[src/rtl/dslope_pkg.sv]
package dslope_pkg;
   typedef enum logic [1:0] {
      PH_IDLE  = 2'd0,
      PH_INT   = 2'd1,
      PH_DEINT = 2'd2
   } phase_e;
endpackage

[src/rtl/dslope_sync.sv]
// Multi-flop synchroniser for the asynchronous comparator bit.
module dslope_sync #(
   parameter int STAGES = 2
) (
   input  logic clk,
   input  logic rst_n,
   input  logic d,
   output logic q
);
   logic [STAGES-1:0] sh;

   always_ff @(posedge clk or negedge rst_n) begin
      if (!rst_n) begin
         sh <= '0;
      end else begin
         sh[0] <= d;
         for (int i = 1; i < STAGES; i++) sh[i] <= sh[i-1];
      end
   end

   assign q = sh[STAGES-1];
endmodule

[src/rtl/dslope_cnt.sv]
// Phase counter: synchronous clear and enable, natural wrap at all ones.
module dslope_cnt #(
   parameter int W = 8
) (
   input  logic         clk,
   input  logic         rst_n,
   input  logic         clr,
   input  logic         inc,
   output logic [W-1:0] cnt,
   output logic         full
);
   always_ff @(posedge clk or negedge rst_n) begin
      if (!rst_n)   cnt <= '0;
      else if (clr) cnt <= '0;
      else if (inc) cnt <= cnt + 1'b1;
   end

   assign full = &cnt;
endmodule

[src/rtl/dslope_ctrl.sv]
// Phase sequencer and output latch.
module dslope_ctrl
   import dslope_pkg::*;
#(
   parameter int W = 8
) (
   input  logic         clk,
   input  logic         rst_n,
   input  logic         start,
   input  logic         cmp_s,
   input  logic [W-1:0] cnt,
   input  logic         full,
   output logic         cnt_clr,
   output logic         cnt_inc,
   output logic         ref_sel,
   output logic         integ_clr,
   output logic [W-1:0] result,
   output logic         overflow,
   output logic         done
);
   localparam logic [W-1:0] SAT = '1;

   phase_e ph;

   // counting continues only in the input phase or while the integrator is beyond zero
   always_comb begin
      cnt_clr = (ph == PH_IDLE) && start;
      cnt_inc = (ph == PH_INT) || ((ph == PH_DEINT) && cmp_s && !full);
   end

   always_ff @(posedge clk or negedge rst_n) begin
      if (!rst_n) begin
         ph       <= PH_IDLE;
         result   <= '0;
         overflow <= 1'b0;
         done     <= 1'b0;
      end else begin
         done <= 1'b0;
         unique case (ph)
            PH_IDLE: begin
               if (start) ph <= PH_INT;
            end
            PH_INT: begin
               // counter wraps to zero at this same edge
               if (full) ph <= PH_DEINT;
            end
            PH_DEINT: begin
               if (!cmp_s) begin
                  result   <= cnt;
                  overflow <= 1'b0;
                  done     <= 1'b1;
                  ph       <= PH_IDLE;
               end else if (full) begin
                  result   <= SAT;
                  overflow <= 1'b1;
                  done     <= 1'b1;
                  ph       <= PH_IDLE;
               end
            end
            default: ph <= PH_IDLE;
         endcase
      end
   end

   assign ref_sel   = (ph == PH_DEINT);
   assign integ_clr = (ph == PH_IDLE);
endmodule

[src/rtl/dslope_seq.sv]
module dslope_seq #(
   parameter int CNT_W       = 8,
   parameter int SYNC_STAGES = 2
) (
   input  logic             clk,
   input  logic             rst_n,
   input  logic             start,
   input  logic             cmp_above,
   output logic             ref_sel,
   output logic             integ_clr,
   output logic [CNT_W-1:0] result,
   output logic             overflow,
   output logic             done
);
   generate
      if (CNT_W < 2 || CNT_W > 24) begin : g_bad_width
         $error("dslope_seq: CNT_W must be within 2..24");
      end
      if (SYNC_STAGES < 2) begin : g_bad_sync
         $error("dslope_seq: SYNC_STAGES must be at least 2");
      end
   endgenerate

   logic             cmp_s;
   logic [CNT_W-1:0] cnt;
   logic             full;
   logic             cnt_clr;
   logic             cnt_inc;

   dslope_sync #(.STAGES(SYNC_STAGES)) u_sync (
      .clk   (clk),
      .rst_n (rst_n),
      .d     (cmp_above),
      .q     (cmp_s)
   );

   dslope_cnt #(.W(CNT_W)) u_cnt (
      .clk   (clk),
      .rst_n (rst_n),
      .clr   (cnt_clr),
      .inc   (cnt_inc),
      .cnt   (cnt),
      .full  (full)
   );

   dslope_ctrl #(.W(CNT_W)) u_ctrl (
      .clk       (clk),
      .rst_n     (rst_n),
      .start     (start),
      .cmp_s     (cmp_s),
      .cnt       (cnt),
      .full      (full),
      .cnt_clr   (cnt_clr),
      .cnt_inc   (cnt_inc),
      .ref_sel   (ref_sel),
      .integ_clr (integ_clr),
      .result    (result),
      .overflow  (overflow),
      .done      (done)
   );
endmodule

[config.mk]
export PLATFORM = sky130hd
export DESIGN_NAME = dslope_seq
export DESIGN_NICKNAME = d
export VERILOG_FILES = /design/src/rtl/dslope_pkg.sv /design/src/rtl/dslope_sync.sv /design/src/rtl/dslope_cnt.sv /design/src/rtl/dslope_ctrl.sv /design/src/rtl/dslope_seq.sv
export SDC_FILE = /design/constraint.sdc
export NUM_CORES = 1
export LEC_CHECK = 0
export ABC_AREA = 1
export BUFFER_PORTS_ARGS = -buffer_cell sky130_fd_sc_hd__buf_2
export CORE_ASPECT_RATIO = 1.1
export CORE_UTILIZATION = 45
export CTS_BUF_LIST = sky130_fd_sc_hd__clkbuf_16
export DETAILED_ROUTE_END_ITERATION = 8
export PLACE_DENSITY = 0.66
export SLEW_MARGIN = 40
export SYNTH_ARGS = -nofsm -noshare
export SYNTH_HDL_FRONTEND = slang
export SYNTH_SLANG_ARGS = --single-unit
[constraint.sdc]
create_clock -name clk -period 2 [get_ports clk]
set_input_delay 0.2 -clock clk [delete_from_list [all_inputs] [get_ports clk]]
set_output_delay 0.2 -clock clk [all_outputs]
set_load 0.02 [all_outputs]
After elaboration in Yosys (flattened, before gate mapping)
Index checks and enable logic that the tools add are counted.
{ "totals": {"ff_bits": 22, "output_inout_bits": 12, "word_cells": 37} }
{ "classes": {"muxes": 14, "reduce_logical": 10, "eq_ne": 6, "addsub": 1} }
{ "op_table": {"columns": ["operator", "n"], "rows": [
  ["two-way mux 8 bit", 4],
  ["adder 8 x 1 -> 8 bit (second input constant)", 1],
  ["two-way mux 2 bit", 4],
  ["AND reduction 8 bit", 1],
  ["case mux 2 bit (3 select lines)", 1],
  ["two-way mux 1 bit", 5],
  ["inequality test 2 x 1 -> 1 bit (second input constant)", 2],
  ["logical AND 1 bit", 3],
  ["inequality test 3 x 2 -> 1 bit (second input constant)", 1],
  ["AND reduction 3 bit", 1],
  ["== test 2 x 1 -> 1 bit (second input constant)", 1],
  ["== test 2 bit (second input constant)", 1],
  ["zero test 2 bit", 1],
  ["inequality test 2 bit (second input constant)", 1],
  ["AND reduction 2 bit", 1],
  ["nonzero test 2 bit", 1],
  ["zero test 1 bit", 1],
  ["logical OR 1 bit", 1]
]} }

Longest topological paths before layout
Gate-level depths: netlist (run 1).
{ "logic_depth": {"ltp_word": 6, "mapped_depth": 8} }

Modules after synthesis
A second synthesis (run 1) with hierarchy kept.
{ "unflattened": {"hier_cells": 134, "area_unflattened_um2": 1062.3} }
{ "by_module_without_submodules": {"columns": ["mod", "area_each_um2", "cells_per_inst", "n_inst"], "rows": [
  ["dslope_ctrl", 588.1, 75, 1],
  ["dslope_cnt", 424.2, 57, 1],
  ["dslope_sync", 50.0, 2, 1]
]} }

Worst setup path before layout (run 1)
Ideal clock, no wire load.
{ "synth_path": {"kind": "flip-flop to flip-flop", "from": "register u_cnt.cnt[0]", "to": "register u_cnt.cnt[5]", "setup_time_ns": 0.118, "path_buffers": 0, "required_time_ns": 1.882, "period_less_slack_ns": 1.282, "path_slack_ns": 0.718, "arrival_ns": 1.164, "stages_incl_launch_ff": 9, "path_cell_list": "dfrtp_1 > ha_1 > nand2_1 > nor2_4 > nand2_2 > nand2_4 > nand2_4 > nand2_1 > nand2_1"} }
{ "synth_between": {"elab_chain_cells": 5} }
{ "synth_rtl": {"columns": ["item", "line", "text"], "rows": [
  ["start: declaration", "dslope_cnt.sv:9", "output logic [W-1:0] cnt,"],
  ["start signal: assignment", "dslope_cnt.sv:15", "else if (inc) cnt <= cnt + 1'b1;"],
  ["branches (longest 5 deep; another with adder 8 x 1 -> 8 bit)", null, null]
]} }
Parallel ways; which one is timed is not known. The select of a mux whose other input is x is not followed.
A chain may end at the register's enable or synchronous reset.

Final worst setup path (run 1)
{ "layout_path": {"from": "register u_cnt.cnt[1]", "to": "register u_cnt.cnt[5]"} }
Same word-level chain as after synthesis.

==> results of run 1 <==
-- cells by family after synthesis --
kind of cell | synth area share, %
AND/OR/NAND/NOR | 39.2
XOR/XNOR | 2.43
flip-flops | 51.0
AO/OA/AOI/OAI | 2.78
buffers and inverters | 3.48
adder cells (fa/ha/maj) | 1.16
-- metal layers --
metal | part of all wire (%) | up-vias
li1 | - | 444
met3 | 3.3 | 7
met1 | 48 | 406
met5 | 0 | -
met2 | 46 | 18
met4 | 3.0 | 0
-- registers in the layout, indices dropped and copies added (netlist names) --
signal           count
u_cnt.cnt            8
u_ctrl.done          1
u_ctrl.overflow      1
u_ctrl.ph            2
u_ctrl.result        8
u_sync.sh            2
-- Yosys cell counts (all sizes together) --
cell type,count
nand3,19
dfrtp,22
nor2,17
nand4,1
xnor2,1
a21oi,1
nand2,49
inv,10
o21ai,3
ha,1
or2,1
a22o,1
xor2,2
-- stage by stage --
stage / setup slack [ns] / total power, mW / cell area [sq um] / util [%] / std cells
after floorplan: 0.718 / 0.909 / 1080 / - / 128
after global placement: 0.622 / 1.00 / 1190 / 52.9 / 173
after detailed placement: 0.590 / 1.00 / 1190 / 52.9 / 173
after CTS: 0.579 / 1.58 / 1310 / 58.1 / 178
after global routing: 0.482 / 1.66 / 1310 / 58.1 / 178
final: 0.579 / 1.57 / 1310 / 58.1 / 178
-- report_power, final --
group | total [mW] | leakage [nW] | internal (mW) | switching, mW
Clock | 0.560 | 0.0511 | 0.398 | 0.162
Combinational | 0.361 | 0.382 | 0.136 | 0.225
Sequential | 0.645 | 0.285 | 0.528 | 0.116
-- final cells by class --
| cell class | instances | area, sq um | area share [%] |
|---|---|---|---|
| clock inverter | 1 | 30.0 | 2.30 |
| multi-input combinational | 96 | 492 | 37.6 |
| inverter | 10 | 37.5 | 2.87 |
| clock buffer | 3 | 75.1 | 5.74 |
| timing repair buffer | 16 | 85.1 | 6.51 |
| tap | 30 | 37.5 | 2.87 |
| sequential | 22 | 551 | 42.1 |
-- worst max-delay path, delay by kind of cell (launching register included) --
family	cells	cell delay (ns)
adders and majority gates	1	0.23
and+or+nand+nor	7	0.67
DFF	1	0.41
-- worst max-delay path by stage --
stage	slack (ns)	depth (start not counted)	end	from
floorplan	0.72	8	u_cnt.cnt[5]	u_cnt.cnt[0]
global placement	0.62	8	u_cnt.cnt[5]	u_cnt.cnt[0]
detailed placement	0.59	8	u_cnt.cnt[5]	u_cnt.cnt[0]
CTS	0.58	8	u_cnt.cnt[5]	u_cnt.cnt[0]
global route	0.48	8	u_cnt.cnt[7]	u_cnt.cnt[1]
finish	0.58	8	u_cnt.cnt[5]	u_cnt.cnt[1]
==> impl_metrics.toml, run 1 <==
[placed_design]
hpwl_microns = 1500
port-buffer-count = 15
gp_routability_congestion = 0.864

[synthesis]
netlist.top_cell.by_area = "dfrtp_1"
yosysWarnings = 0
yosys.area.top_type_share_pct = 51.0
avgSynthCellArea_sq_um = 8.44
synth_seq_cells = 22
syn_inst = 128
ys_types = 20
yosys-top-cells-area = "dfrtp_1 (51%), nand2_1 (15%), nand3_1 (8.3%)"
syn_nets = 133
ys_seq_area_share_pct = 51.0
netlist_area_sq_um = 1080

[floorplanning]
pin_count = 16
die-area_sq_um = 2600
start_util_pct = 47.9
die_h_microns = 53.4
fp.dieW_microns = 48.7
num_rows = 18
core-area_sq_um = 2250

[pwr]
vdd_drop_max_uv = 658
cellLeakagePower_nw = 0.718
powerDensity_nw_per_um2 = 1200

[setup_path]
slowest_stage = "dfrtp_1"
crit_fanout = 10
r2r_end = "u_cnt.cnt[5]"
worstSetupEndpointType = "flop"
cp_common_cell = "nand2_1"
crit_type = "reg2reg"
critical_path.max_stage_delay_ns = 0.41
cp_data_required_time_ns = 2.15
regToRegSetupSlack_ns = 0.58
worstPathCellList = "ha_1 > nand2_1 > nor2_4 > nand2_2 > nand2_4 > nand2_4 > nand2_1 > nand2_1"
critPathArrivalTime_ns = 1.57
cp-start-kind = "flop"
r2r_start = "u_cnt.cnt[1]"
reg2reg_depth = 8

[detailed_routing]
vias = 875
ant_nets = 0
drt_iter0_drc = 18
wirelength_microns = 2060
routedWlPerCell_microns = 11.6
viasPerCell = 4.92
drtPass1Iterations = 4
drc_errors = 0

[cts]
htree_levels = 1
tritoncts = "done"
clk_latency_ns = 0.26
cts-resized-gates = 0
post-cts-setup-buffer-count = 0
cts_root_buffer = "clkbuf_16"
clkTransAtPathRegs_ns = 0.06
cts.sinks = 22
ctsLongestPathBuffers = 2
postCtsHoldBufs = 1
cts_buffers = 3

[worst_hold_path]
holdPathEnd = "u_sync.sh[0]"
holdCritStartpoint = "cmp_above"
worst_hold_path.num_cells = 1
hold_class = "in2reg"

[global_route]
grt-ovfl-total = 0
grt_usage_pct = 18.2
grt_max_degree = 23
met1_usage_pct = 20.6
grt_busiest_layer = "met2"
grt_pass1_wl_microns = 3490
grtUsageMet3_pct = 3.45
first_global_vias = 824
antenna_found_initial = 0
use_met2_pct = 31.7

[layout]
final_cell_mix = "nand2_1 (43), dfrtp_1 (22), nand3_1 (18)"
n_fill_cell = 220
syn_to_final_growth_pct = 21.1
drive_above_1_share_pct = 24.3
antenna_cells = 0
fin_nets = 154
layout_commonest_cell = "nand2_1"

[sta]
finalCritPeriodShare_pct = 71.0
clock_skew_ns = 0.00278
rsz0062_at_grt = "no"
hold_viol = 0
worst_pin_slew_ns = 0.567
slew_viol_final = 0
hold_ws_ns = 0.0474
fin_tns_setup_ns = 0
max_freq_ghz = 0.704
setup_viol = 0
slew_headroom_pct = 62.2
finalCriticalPeriod_ns = 1.42

[run_status]
status = "complete, no violations"

[job]
drv_cap = 0
No activity file was read; power rests on OpenSTA's default activity.
==> inputs of run 2 (changes only) <==
PLACE_DENSITY = 0.69   (was 0.66)
clock period = 1.2 ns   (was 2 ns; I/O delays follow)
==> run 2 against run 1 <==
The run now ends with setup timing left. Sequential share of layout area fell by 3.7 points. Cell count rose by 7.9%. Clock-buffer cell count stayed put. First-iteration DRC count down 11%. Non-clock buffer count up 12. Register-to-register slack worse by 0.67 ns. Clock skew grew 0.00097 ns. Global-route usage up 2.8 points. Hold slack better by 0.077 ns. Core utilization up 5.7 points. Final area increased by 9.8%. Combinational power rose to 2.8 times the previous value. Critical endpoint is now u_cnt.cnt[7]. Largest cell class unchanged. Highest routed layer unchanged.
==> impl_metrics.toml, run 2 (same netlist as run 1, synthesis figures left out) <==
[layout]
largest_registers = "u_cnt.cnt (8), u_ctrl.result (8)"
drive_above_1_share_pct = 34.0
layout_commonest_cell = "nand2_1"
syn_to_final_growth_pct = 32.9
final_cell_mix = "nand2_1 (42), dfrtp_1 (22), nand3_1 (18)"
finalNonFillerCells = 192
n_fill_cell = 182
fin_nets = 168
antenna_cells = 0

[setup_path]
cp_data_required_time_ns = 1.35
reg2reg_depth = 8
cp-start-kind = "flop"
critPathArrivalTime_ns = 1.44
r2r_start = "u_cnt.cnt[1]"
crit_fanout = 8
r2r_end = "u_cnt.cnt[7]"
worstSetupEndpointType = "flop"
crit_type = "reg2reg"
regToRegSetupSlack_ns = -0.09

[floorplanning]
die_h_microns = 53.4
core-area_sq_um = 2250
pin_count = 16
start_util_pct = 47.9
die-area_sq_um = 2600
fp.dieW_microns = 48.7
num_rows = 18

[sta]
hold_viol = 0
max_freq_ghz = 0.776
final.setup.worst_slack_ns = -0.0893
fin_tns_setup_ns = -0.917
rsz0062_at_grt = "yes"
worst_pin_slew_ns = 0.483
slew_viol_final = 0
finalCritPeriodShare_pct = 107
clock_skew_ns = 0.00375
setup_viol = 17
slew_headroom_pct = 67.8
finalCriticalPeriod_ns = 1.29

[pwr]
cellLeakagePower_nw = 0.795
vdd_drop_max_uv = 1100
powerDensity_nw_per_um2 = 2020
power_mw = 2.90

[global_route]
antenna_found_initial = 0
grt_pass1_wl_microns = 3950
grt_usage_pct = 21.1
grtUsageMet3_pct = 4.31
grt-ovfl-total = 0
grt_max_degree = 23
grt_busiest_layer = "met2"
met1_usage_pct = 21.2
first_global_vias = 946
use_met2_pct = 38.2

[detailed_routing]
routedWlPerCell_microns = 12.3
ant_nets = 0
drt_iter0_drc = 16
viasPerCell = 4.94
vias = 948
drc_errors = 0
wirelength_microns = 2370
drtPass1Iterations = 4

[worst_hold_path]
hold_class = "in2reg"
holdPathEnd = "u_ctrl.ph[0]"
worst_hold_path.num_cells = 2
holdCritStartpoint = "start"

[placed_design]
place_ws_ns = -0.108
gp_routability_congestion = 0.863
port-buffer-count = 15
hpwl_microns = 1670
dpl.cell_count = 184

[cts]
ctsLongestPathBuffers = 2
cts_buffers = 3
cts_root_buffer = "clkbuf_16"
tritoncts = "done"
post-cts-setup-buffer-count = 0
cts.sinks = 22
clk_latency_ns = 0.26
htree_levels = 1
clkTransAtPathRegs_ns = 0.06

[run_status]
status = "finished, violations left"
violations = "setup timing"

[job]
drv_cap = 0
run 2: how the worst max path moves through the flow:
stage / from / endpoint / slack [ns] / cells after the start
after floorplan: u_cnt.cnt[0] / u_cnt.cnt[0] / -0.06 / 8
after global placement: u_cnt.cnt[1] / u_cnt.cnt[7] / -0.06 / 8
after detailed placement: u_cnt.cnt[1] / u_cnt.cnt[7] / -0.11 / 8
after CTS: u_cnt.cnt[1] / u_cnt.cnt[7] / -0.09 / 8
after global routing: u_cnt.cnt[0] / u_cnt.cnt[0] / -0.18 / 8
final: u_cnt.cnt[1] / u_cnt.cnt[7] / -0.09 / 8
run 2: final cells by class:
class                           instances  area [sq um]  share of cell area (%)
Sequential cell                        22           551                    38.4
Multi-Input combinational cell         98           520                    36.3
Timing Repair Buffer                   28           184                    12.8
Clock buffer                            3          75.1                    5.23
Inverter                               10          37.5                    2.62
Tap cell                               30          37.5                    2.62
Clock inverter                          1          30.0                    2.09
run 2: layer usage:
metal | part of all wire [%] | wire length (microns) | up-vias
li1 | - | - | 478
met1 | 40 | 941 | 427
met2 | 51 | 1220 | 31
met3 | 4.9 | 115 | 12
met4 | 3.9 | 93 | 0
met5 | 0 | 0 | -
run 2: report_power, final:
part / switching, mW / total [mW] / internal (mW)
Sequential: 0.0894 / 0.971 / 0.881
Combinational: 0.571 / 0.996 / 0.425
Clock: 0.266 / 0.929 / 0.662
Total: 0.926 / 2.90 / 1.97
run 2: through the flow:
step	utilization, %	hold WS, ns	instance area (sq um)
after floorplan	-	-0.176	1090
after global placement	56.9	0.0985	1280
after detailed placement	56.9	0.111	1280
after CTS	63.6	0.117	1430
after global routing	63.7	0.127	1440
final	63.7	0.125	1440
run 2: critical path, stage by stage, from the launching register on:
cell and delay [ns]:
dfrtp_1 0.35, ha_2 0.21, nand2_2 0.07, nor2_4 0.14
nand2_4 0.09, nand2_4 0.11, nand2_4 0.08, nand2_1 0.08
nand2_1 0.06
run 2: repair_timing:
item / in CTS / in global routing
hold endpoints to repair: 23 / 0
pin swaps: 2 / 1
gates cloned: 2 / 0
setup endpoints to repair: 18 / 21
hold buffers: 2 / 0
gates resized for setup: 3 / 2
